--- src/rtl/icache_ctl_pkg.sv ---
package icache_ctl_pkg;

  // Bit positions in the control register
  localparam int unsigned CB_ENABLE  = 0;
  localparam int unsigned CB_FREEZE  = 1;
  localparam int unsigned CB_CLR_ONE = 2;
  localparam int unsigned CB_CLR_ALL = 3;
  localparam int unsigned CB_BURST   = 4;

  // Stored part of the control register
  typedef struct packed {
    logic burst;
    logic freeze;
    logic enable;
  } ctl_state_t;

endpackage

--- src/rtl/icache_ctl_regs.sv ---
module icache_ctl_regs
  import icache_ctl_pkg::*;
#(
  parameter int unsigned DATA_W = 32
) (
  input  logic              clk,
  input  logic              rst,
  input  logic              wr_en,
  input  logic [DATA_W-1:0] wr_data,
  output ctl_state_t        state_q,
  output logic [DATA_W-1:0] rd_data
);

  always_ff @(posedge clk) begin
    if (rst) begin
      state_q <= '0;
    end else if (wr_en) begin
      state_q.burst  <= wr_data[CB_BURST];
      state_q.freeze <= wr_data[CB_FREEZE];
      state_q.enable <= wr_data[CB_ENABLE];
    end
  end

  // Read value: built only from the stored flops. Command bits read 0.
  always_comb begin
    rd_data              = '0;
    rd_data[CB_ENABLE]   = state_q.enable;
    rd_data[CB_FREEZE]   = state_q.freeze;
    rd_data[CB_BURST]    = state_q.burst;
  end

endmodule

--- src/rtl/icache_cmd_decode.sv ---
module icache_cmd_decode
  import icache_ctl_pkg::*;
#(
  parameter int unsigned DATA_W   = 32,
  parameter int unsigned ENTRY_W  = 6,
  parameter int unsigned ADDR_LSB = 2
) (
  input  logic               wr_en,
  input  logic [DATA_W-1:0]  wr_data,
  input  logic [DATA_W-1:0]  addr_reg,
  output logic               clr_all,
  output logic               clr_one,
  output logic [ENTRY_W-1:0] clr_idx
);

  // Whole-cache clear has priority over the single-entry clear.
  // Neither depends on the enable or freeze state.
  always_comb begin
    clr_all = wr_en && wr_data[CB_CLR_ALL];
    clr_one = wr_en && wr_data[CB_CLR_ONE] && !wr_data[CB_CLR_ALL];
    clr_idx = addr_reg[ADDR_LSB +: ENTRY_W];
  end

endmodule

--- src/rtl/icache_valid_array.sv ---
module icache_valid_array #(
  parameter int unsigned ENTRY_W = 6,
  localparam int unsigned NUM_ENT = 1 << ENTRY_W
) (
  input  logic               clk,
  input  logic               rst,
  input  logic               clr_all,
  input  logic               clr_one,
  input  logic [ENTRY_W-1:0] clr_idx,
  input  logic               fill_en,
  input  logic [ENTRY_W-1:0] fill_idx,
  input  logic [ENTRY_W-1:0] lkp_idx,
  output logic [NUM_ENT-1:0] valid_q,
  output logic               lkp_valid
);

  logic [NUM_ENT-1:0] clr_sel;
  logic [NUM_ENT-1:0] fill_sel;

  always_comb begin
    clr_sel  = clr_one ? (NUM_ENT'(1) << clr_idx)  : '0;
    fill_sel = fill_en ? (NUM_ENT'(1) << fill_idx) : '0;
  end

  // Flops, not RAM: the whole-cache clear needs every bit in one edge.
  for (genvar g = 0; g < NUM_ENT; g++) begin : g_ent
    always_ff @(posedge clk) begin
      if (rst || clr_all) begin
        valid_q[g] <= 1'b0;
      end else if (clr_sel[g]) begin
        valid_q[g] <= 1'b0;
      end else if (fill_sel[g]) begin
        valid_q[g] <= 1'b1;
      end
    end
  end

  always_ff @(posedge clk) begin
    if (rst) begin
      lkp_valid <= 1'b0;
    end else begin
      lkp_valid <= valid_q[lkp_idx];
    end
  end

endmodule

--- src/rtl/icache_inval_ctrl.sv ---
module icache_inval_ctrl
  import icache_ctl_pkg::*;
#(
  parameter int unsigned DATA_W    = 32,
  parameter int unsigned INDEX_W   = 4,
  parameter int unsigned LWSEL_W   = 2,
  parameter int unsigned ADDR_LSB  = 2,
  localparam int unsigned ENTRY_W  = INDEX_W + LWSEL_W,
  localparam int unsigned NUM_ENT  = 1 << ENTRY_W
) (
  input  logic               clk,
  input  logic               rst,
  input  logic               reg_wr_en,
  input  logic [DATA_W-1:0]  reg_wr_data,
  output logic [DATA_W-1:0]  reg_rd_data,
  input  logic [DATA_W-1:0]  addr_reg,
  input  logic               fill_en,
  input  logic [ENTRY_W-1:0] fill_idx,
  input  logic [ENTRY_W-1:0] lkp_idx,
  output logic               lkp_valid,
  output logic               burst_en,
  output logic               cache_en,
  output logic               cache_frz
);

  ctl_state_t         ctl_q;
  logic               clr_all;
  logic               clr_one;
  logic [ENTRY_W-1:0] clr_idx;
  logic [NUM_ENT-1:0] valid_vec;

  icache_ctl_regs #(.DATA_W(DATA_W)) u_regs (
    .clk     (clk),
    .rst     (rst),
    .wr_en   (reg_wr_en),
    .wr_data (reg_wr_data),
    .state_q (ctl_q),
    .rd_data (reg_rd_data)
  );

  icache_cmd_decode #(
    .DATA_W   (DATA_W),
    .ENTRY_W  (ENTRY_W),
    .ADDR_LSB (ADDR_LSB)
  ) u_dec (
    .wr_en    (reg_wr_en),
    .wr_data  (reg_wr_data),
    .addr_reg (addr_reg),
    .clr_all  (clr_all),
    .clr_one  (clr_one),
    .clr_idx  (clr_idx)
  );

  icache_valid_array #(.ENTRY_W(ENTRY_W)) u_valid (
    .clk       (clk),
    .rst       (rst),
    .clr_all   (clr_all),
    .clr_one   (clr_one),
    .clr_idx   (clr_idx),
    .fill_en   (fill_en),
    .fill_idx  (fill_idx),
    .lkp_idx   (lkp_idx),
    .valid_q   (valid_vec),
    .lkp_valid (lkp_valid)
  );

  assign burst_en  = ctl_q.burst;
  assign cache_en  = ctl_q.enable;
  assign cache_frz = ctl_q.freeze;

endmodule

--- config.mk ---
export PLATFORM = sky130hd
export DESIGN_NAME = icache_inval_ctrl
export DESIGN_NICKNAME = d
export VERILOG_FILES = /design/src/rtl/icache_ctl_pkg.sv /design/src/rtl/icache_ctl_regs.sv /design/src/rtl/icache_cmd_decode.sv /design/src/rtl/icache_valid_array.sv /design/src/rtl/icache_inval_ctrl.sv
export SDC_FILE = /design/constraint.sdc
export NUM_CORES = 1
export LEC_CHECK = 0
export BUFFER_PORTS_ARGS = -buffer_cell sky130_fd_sc_hd__buf_2
export CORE_UTILIZATION = 35
export CTS_BUF_LIST = sky130_fd_sc_hd__clkbuf_8
export DETAILED_ROUTE_END_ITERATION = 10
export GPL_ROUTABILITY_DRIVEN = 0
export SYNTH_ARGS = -nofsm -noshare
export SYNTH_HDL_FRONTEND = slang
export SYNTH_SLANG_ARGS = --single-unit
--- constraint.sdc ---
create_clock -name clk -period 2.66 [get_ports clk]
set_input_delay 0.532 -clock clk [delete_from_list [all_inputs] [get_ports clk]]
set_output_delay 0.532 -clock clk [all_outputs]
set_load 0.02 [all_outputs]
# Word-level counts from Yosys, hierarchy flattened
# Index checks and enable logic that the tools add are counted.
[totals]
ff_bits = 68
wordCells = 144
[op_classes]
n_lt_le_gt_ge = 1
shifts = 2
muxes = 4
reduce_logical = 69
[ops]
columns = ["operator", "n"]
rows = [
  ["$mux 64", 2],
  ["$reduce_or 2->1", 64],
  ["$shl 1x6->64 const A", 2],
  ["$lt 6x7->1 const B", 1],
  ["$bmux 1 s6", 1],
  ["$logic_and 1x1->1", 3],
  ["$logic_not 1->1", 1],
  ["$logic_or 1x1->1", 1],
  ["$mux 1", 1],
]

# Depth between registers and ports, before layout
# Gate-level depths: netlist of the first run.
[depth]
ltp_word = 4
depth_mapped = 7

# Modules after synthesis
# A second synthesis of the first run with hierarchy kept.
[hier_totals]
cells_unflattened = 356
area_unflattened_um2 = 3412.0
[modules_own_cells]
columns = ["mod", "n_inst", "cells_each", "area_per_inst_um2"]
rows = [
  ["icache_valid_array", 1, 306, 3005.4],
  ["icache_ctl_regs", 1, 42, 345.3],
  ["icache_cmd_decode", 1, 8, 61.3],
]

# Worst setup path before layout of the first run
# No wires, ideal clock.
[synth_path]
path_kind = "input-to-reg"
startpoint = "input lkp_idx[1]"
endpoint = "register u_valid.lkp_valid"
arrival_time_ns = 2.000
t_required_ns = 2.543
slack_ns = 0.543
cell_stages = 6
path_buffers = 1
path_cell_list = "clkbuf_8 -> mux4_1 -> mux4_1 -> nor2b_1 -> nor3_1 -> a22o_1"
[synth_via]
elab_chain_cells = 2
[synth_lines]
columns = ["element", "line_no", "text"]
rows = [
  ["start, declared", "icache_inval_ctrl.sv:19", "input logic [ENTRY_W-1:0] lkp_idx,"],
  ["$bmux 1 s6", "icache_valid_array.sv:42", "lkp_valid <= valid_q[lkp_idx];"],
  ["$mux 1 (not written as such)", "icache_valid_array.sv:42", ""],
  ["end signal, assigned", "icache_valid_array.sv:42", ""],
  ["end, declared", "icache_valid_array.sv:14", "output logic lkp_valid"],
]
# No other way between the ends. The select of a mux whose other input is x is not followed.
# A chain may end at the register's enable or synchronous reset.

# Worst setup path after layout of the first run
[layout_path]
startpoint = "input lkp_idx[4]"
endpoint = "register u_valid.lkp_valid"
# The elaborated chain is that of the path after synthesis.

==> results of run 1 <==
worst max-delay path by stage:
stage,endpoint
detailed placement,u_valid.lkp_valid$_SDFF_PP0_
CTS,u_valid.lkp_valid$_SDFF_PP0_
floorplan,u_valid.lkp_valid$_SDFF_PP0_
global placement,u_valid.lkp_valid$_SDFF_PP0_
finish,u_valid.lkp_valid$_SDFF_PP0_
global route,u_valid.lkp_valid$_SDFF_PP0_
power by group through the flow:
stage          combinational, uW  sequential (uW)  clock, uW
2_1_floorplan                190             1060          0
3_3_place_gp                 245             1050          0
3_5_place_dp                 247             1050          0
4_1_cts                      248             1030        973
5_1_grt                      269             1030       1020
6_report                     251             1030        960
routing by layer:
layer | vias to the layer above | global-route usage, %
met4 | 0 | 9.03
met3 | 18 | 5.11
met2 | 166 | 31.4
met1 | 1426 | 27.5
met5 | - | 0
li1 | 1354 | -
registers in the layout, indices dropped and copies added (netlist names):
name / count
u_regs.rd_data: 3
u_valid.lkp_valid: 1
u_valid.valid_q: 64
area by class of cell:
type	count	share of cell area, %
clock buffers	10	3.53
clock inverters	6	2.25
inverters	2	0.193
multi-input cells	250	46.9
flip-flops and latches	68	35.0
well taps	129	4.14
repair buffers	51	8.03
cell families (layout without fill, tap and decap cells):
family                 Yosys count  in the layout
buffers and inverters           59             69
other                            1             29
AO/OA/AOI/OAI                  136            136
multiplexers                    24             24
AND/OR/NAND/NOR                 61             61
flip-flops                      68             68
cells in the mapped netlist:
library cell	instances	area share, %
conb_1	1	0.11
mux4_1	9	6.9
nand2b_1	4	0.73
and3b_1	1	0.25
o211ai_1	1	0.22
nor3b_2	1	0.36
buf_4	32	7.0
clkbuf_1	20	2.2
and2b_2	1	0.25
a211oi_1	64	14
mux2i_1	6	1.7
o21ai_0	1	0.14
inv_1	2	0.22
buf_6	2	0.65
mux4_2	8	5.2
a21o_1	1	0.22
dfxtp_1	68	39
nor2_1	17	1.9
nor2b_1	5	0.91
and3_1	1	0.18
and2_1	13	2.4
nand2_1	3	0.33
a22o_1	1	0.25
a32oi_1	1	0.25
nor3_1	11	1.6
nand3b_1	1	0.22
a31oi_1	16	2.9
clkbuf_8	3	1.2
nor4_1	2	0.36
a21oi_1	50	7.3
mux2_2	1	0.33
nor3b_1	1	0.22
a221oi_1	1	0.25
metrics by stage:
stage          util (%)  hold WS, ps  cell area (um2)  total power [uW]
6_report           41.6          414             3890              2240
5_1_grt            41.6          427             3890              2320
4_1_cts            41.6          414             3890              2250
3_5_place_dp       39.2          501             3670              1300
3_3_place_gp       39.2          491             3670              1300
2_1_floorplan         -          490             3550              1250
cell usage in the layout, fill, tap and decap left out, types with 2 or more instances in the layout:
cell type and count:
a211oi_1 64, a21oi_1 50, a31oi_1 16, and2_1 13
buf_2 33, buf_4 17, bufinv_16 2, clkbuf_8 10
clkinvlp_4 3, conb_1 29, dfxtp_1 68, inv_1 2
mux2i_1 6, mux4_1 9, mux4_2 8, nand2_1 3
nand2b_1 4, nor2_1 17, nor2b_1 5, nor3_1 7
nor3_2 4, nor4_1 2
==> results by group, run 1 <==
Placed design
  • Port bufs: 33
  • Dpl ws: between 200 and 250 ps
  • DP Cell Count: 500
  • Final HPWL from detailed placement: about 7000 um

Floorplanning
  • Core Area: 9370 um2
  • Die area: ~10000 um2
  • IO Count: about 120
  • Die Height: approximately 100 um
  • Site Rows: 35
  • Initial Util: between 30 and 40%
  • Die W: roughly 100 um

Layout
  • Multi-input logic area: ~1800 um2
  • FF+latch area: ~1400 um2
  • Layout Nets: ~460
  • Fillcell total: ~950
  • Fraction of layout cells with a size suffix above 1: between 20% and 30%
  • N_diodes: 0
  • Final non-filler cell total: just over 500
  • Synth-to-layout area growth: 13.0%

Routing
  • Detailed Routing Iterations Pass 1: 5
  • Post-route ant nets: 0
  • DR vias: 2964
  • Max Used Layer: met4
  • Via density: 5.74
  • Starting DRT DRC Count: between 200 and 250
  • WL/cell: just under 20 um
  • WL met3: 943 um
  • WL final: ~9900 um
  • Drt drc: 0
  • Met2 WL post-DR: 4440 um
  • Met1 Routed Length: approximately 4400 um

Power
  • Clock share of power: 42.8%
  • Pwr per Cell Area: roughly 580 nW/um2
  • Combinational share of power: ~11%
  • VDD IR max: roughly 210 uV
  • P_int: between 1500 and 2000 uW
  • Reg power frac: a little under half
  • Sw Ratio: 26.4%
  • Leak pwr: between 0.001 and 0.0015 uW
  • P_sw: just under 600 uW

Timing
  • Final setup vio count: 0
  • Slew @ Worst Pin: around 870 ps
  • RSZ-0062 raised after global routing: no
  • Max Slew Vio Count: 0
  • Final Hold Viols: 0
  • Setup tns final: 0 ps
  • Clk_skew: about 8.3 ps
  • Period utilization: between 70% and 80%
  • Final worst setup slack: approximately 610 ps
  • Crit path time final: between 2000 and 2500 ps
  • Slew margin rel.: 41.5%
  • F_max: 487 MHz

Logic synthesis
  • Mapped Area: 3450 um2
  • #FFs+latches synth: 68
  • Synth Area in Compound Gates: approximately 25%
  • Synth Area in Simple Gates: about a tenth
  • Syn avg cell area: 9.88 um2
  • Largest family of logic cells by synthesized area: compound AO/OA/AOI/OAI gates
  • Post-synthesis mux area share: 14.2%
  • Synth warn: 0
  • Synth Area in XOR/XNOR: 0%
  • Post-synth cell types: 33
  • Sequential area share after synthesis: between 30% and 40%
  • Post-Syn Instances: about 350
  • Synth Area in Adders: 0%

Global route
  • GR Overflow Total: 0
  • Largest net degree at the start of global routing: 65
  • GRT Util Overall: approximately a fifth
  • Initial antenna violation count: 0
  • Vias in the first global route: roughly 2800
  • Global-route wire length before repair: around 16000 um

Worst setup path
  • CP startpoint: lkp_idx[4]
  • Reg2reg path depth: 5
  • CP endpoint kind: flip-flop
  • CP delay by family, top: multiplexers
  • CP required: 2900 ps
  • Crit-path slowest cell: mux4_1
  • CP startpoint kind: input port
  • Delay of the slowest cell on the worst path: 580 ps
  • Worst Path Buf+Inv: 1
  • Levels on crit path: 6
  • WP data arrival: about 2300 ps
  • Crit-path max FO: 10
  • Reg2reg setup slack: 810 ps
  • Crit path cell chain: buf_2, mux4_1, mux4_1, nor2b_1, nor3_1, a22o_1
  • FF-to-FF Start: u_valid.valid_q[12]$_SDFFE_PP0P_
  • R2R Path End: u_valid.lkp_valid$_SDFF_PP0_
  • Most used cell along the critical path: mux4_1
  • CP Class: in2reg

Clock tree
  • CTS Hold Bufs: 0
  • Post-CTS Setup Repair Bufs: 0
  • Post-cts resize count: 0
  • CTS buffer count: 9
  • Clk_lat worst skew: around 350 ps
  • H-tree levels: 3
  • CTS Buffer Depth: 2
  • CTS tree: done
  • Clock transition at path regs: ~80 ps
  • Clk sinks: 68
  • Clock root cell: clkbuf_8

Hold path
  • WHS Endpoint: u_regs.rd_data[4]$_SDFFE_PP0P_
  • Worst hold-check path type: in2reg
  • HP Start: rst
  • Min-Delay Path Depth: 2

Run status
  • Outcome: finished clean

Run
  • Max_cap viols: 0
No activity file was read; power rests on OpenSTA's default activity.
==> inputs of run 2 (changes only) <==
==> constraint.sdc (replaced) <==
create_clock -name clk -period 2.1 [get_ports clk]
set_input_delay 0.42 -clock clk [delete_from_list [all_inputs] [get_ports clk]]
set_output_delay 0.42 -clock clk [all_outputs]
set_load 0.02 [all_outputs]
==> results by group, run 2 (synthesis gave the netlist of run 1 again) <==
Worst setup path
  • Reg2reg setup slack: 250 ps (-560 ps)
  • Crit-path max FO: 4 (-6)
  • CP startpoint kind: input port
  • CP Class: in2reg
  • Reg2reg path depth: 5 (unchanged)
  • WP data arrival: 2130 ps (-160 ps)
  • CP required: 2340 ps (-560 ps)
  • FF-to-FF Start: u_valid.valid_q[14]$_SDFFE_PP0P_
  • CP endpoint kind: flip-flop
  • R2R Path End: u_valid.lkp_valid$_SDFF_PP0_

Clock tree
  • CTS tree: done
  • CTS buffer count: 9 (unchanged)
  • CTS Hold Bufs: 0 (unchanged)
  • Post-cts resize count: 0 (unchanged)
  • Clk sinks: 68 (unchanged)
  • Clock root cell: clkbuf_8
  • H-tree levels: 3 (unchanged)
  • CTS Buffer Depth: 2 (unchanged)
  • Clk_lat worst skew: 350 ps (about the same)
  • Clock transition at path regs: 60 ps (-20 ps)
  • Post-CTS Setup Repair Bufs: 0 (unchanged)

Global route
  • Global-route wire length before repair: 15700 um (+0.66%)
  • GR Overflow Total: 0 (unchanged)
  • GR Util met3: 4.83% (-0.28 points)
  • Vias in the first global route: 2829 (+0.78%)
  • GRT Util Overall: 20.8% (+0.27 points)
  • M2 GR Usage: 32.5% (+1.0 points)
  • Global route hottest layer: met2
  • Met1 GRT Util: 28.1% (+0.64 points)
  • Initial antenna violation count: 0 (unchanged)
  • Largest net degree at the start of global routing: 65 (unchanged)

Routing
  • Starting DRT DRC Count: 210 (-2.8%)
  • WL final: 9970 um (+0.40%)
  • Drt drc: 0 (unchanged)
  • Via density: 5.75 (+0.16%)
  • DR vias: 3009 (+1.5%)
  • Post-route ant nets: 0 (unchanged)
  • Detailed Routing Iterations Pass 1: 4 (-1)
  • WL/cell: 19.1 um (-0.94%)

Floorplanning
  • Die Height: 101 um (unchanged)
  • Die area: 10300 um2 (unchanged)
  • Core Area: 9370 um2 (unchanged)
  • Die W: 101 um (unchanged)
  • Site Rows: 35 (unchanged)
  • IO Count: 116 (unchanged)
  • Initial Util: 36.8% (unchanged)

Layout
  • Most frequent cells in the layout: dfxtp_1 (68), a211oi_1 (64), a21oi_1 (50)
  • Final instance area: 3900 um2 (about the same)
  • Synth-to-layout area growth: 13.1% (about the same)
  • Fraction of layout cells with a size suffix above 1: 22.3% (+0.89 points)
  • Largest reg by FF count: u_valid.valid_q
  • Layout Nets: 470 (+1.7%)
  • N_diodes: 0 (unchanged)
  • Commonest non-fill, non-tap cell in the layout: dfxtp_1
  • Util after Layout: 41.6% (about the same)
  • Largest register FFs: 64 (unchanged)

Hold path
  • HP Start: reg_wr_data[4]
  • WHS Endpoint: u_regs.rd_data[4]$_SDFFE_PP0P_
  • Min-Delay Path Depth: 3 (+1)
  • Worst hold-check path type: in2reg

Power
  • Pwr Total: 2590 uW (+15%)
  • VDD IR max: 214 uV (+3.9%)
  • Leak pwr: 0.00144 uW (+2.4%)
  • Pwr per Cell Area: 663 nW/um2 (+15%)

Timing
  • Period utilization: 90.2%
  • Slew margin rel.: 17.7% (-24 points)
  • F_max: between 500 and 600 MHz
  • Clk_skew: 5.76 ps (-2.59 ps)
  • Max Slew Vio Count: 0 (unchanged)
  • Slew @ Worst Pin: 1230 ps (+365 ps)
  • Crit path time final: 1890 ps
  • Final setup vio count: 0 (unchanged)
  • Final Hold Viols: 0 (unchanged)
  • RSZ-0062 raised after global routing: no

Placed design
  • Dpl cell area: 3730 um2 (+1.6%)
  • Final HPWL from detailed placement: 6990 um (+1.3%)
  • Port bufs: 33 (unchanged)

Run status
  • Outcome: finished clean

Run
  • Max_cap viols: 0 (unchanged)
run 2: layout make-up:
| cell class | count | area (um2) |
|---|---|---|
| inverters | 2 | 7.51 |
| clock inverters | 4 | 17.5 |
| repair buffers | 59 | 373 |
| fillers | 959 | 5470 |
| clock buffers | 11 | 151 |
| multi-input cells | 250 | 1830 |
| well taps | 129 | 161 |
| flip-flops and latches | 68 | 1360 |
run 2: metrics by stage:
step / setup WS [ps] / std cells / TNS, ps / hold slack [ps]
2_1_floorplan: 95.4 / 377 / 0 / 490
3_3_place_gp: -140 / 508 / -140 / 491
3_5_place_dp: -144 / 508 / -144 / 498
4_1_cts: 224 / 523 / 0 / 298
5_1_grt: 180 / 523 / 0 / 311
6_report: 206 / 523 / 0 / 306
run 2: critical path, cell delays in order:
cell	delay (ps)
buf_2	200
mux4_1	620
mux4_1	520
nor2b_1	130
nor3_1	50
a22o_1	190
run 2: power by group:
| part | total, uW | switching (uW) | internal [uW] | leakage (uW) |
|---|---|---|---|---|
| combinational | 324 | 225 | 99.3 | 0.000790 |
| sequential | 1300 | 5.32 | 1300 | 0.000549 |
| clock | 956 | 482 | 474 | 0.0000976 |
| total | 2590 | 712 | 1870 | 0.00144 |
run 2: worst max path at each step:
stage	from	endpoint	slack (ps)	cells after the start
global placement	lkp_idx[1]	u_valid.lkp_valid$_SDFF_PP0_	-140	6
finish	lkp_idx[1]	u_valid.lkp_valid$_SDFF_PP0_	210	6
global route	lkp_idx[1]	u_valid.lkp_valid$_SDFF_PP0_	180	6
floorplan	lkp_idx[1]	u_valid.lkp_valid$_SDFF_PP0_	100	6
CTS	lkp_idx[1]	u_valid.lkp_valid$_SDFF_PP0_	220	6
detailed placement	lkp_idx[1]	u_valid.lkp_valid$_SDFF_PP0_	-140	6
run 2: metal layers:
metal,routed length [um],up-vias,share of wire (%)
met3,740,13,7.4
li1,-,1368,-
met2,4540,153,46
met1,4510,1475,45
met4,186,0,1.9
met5,0,-,0
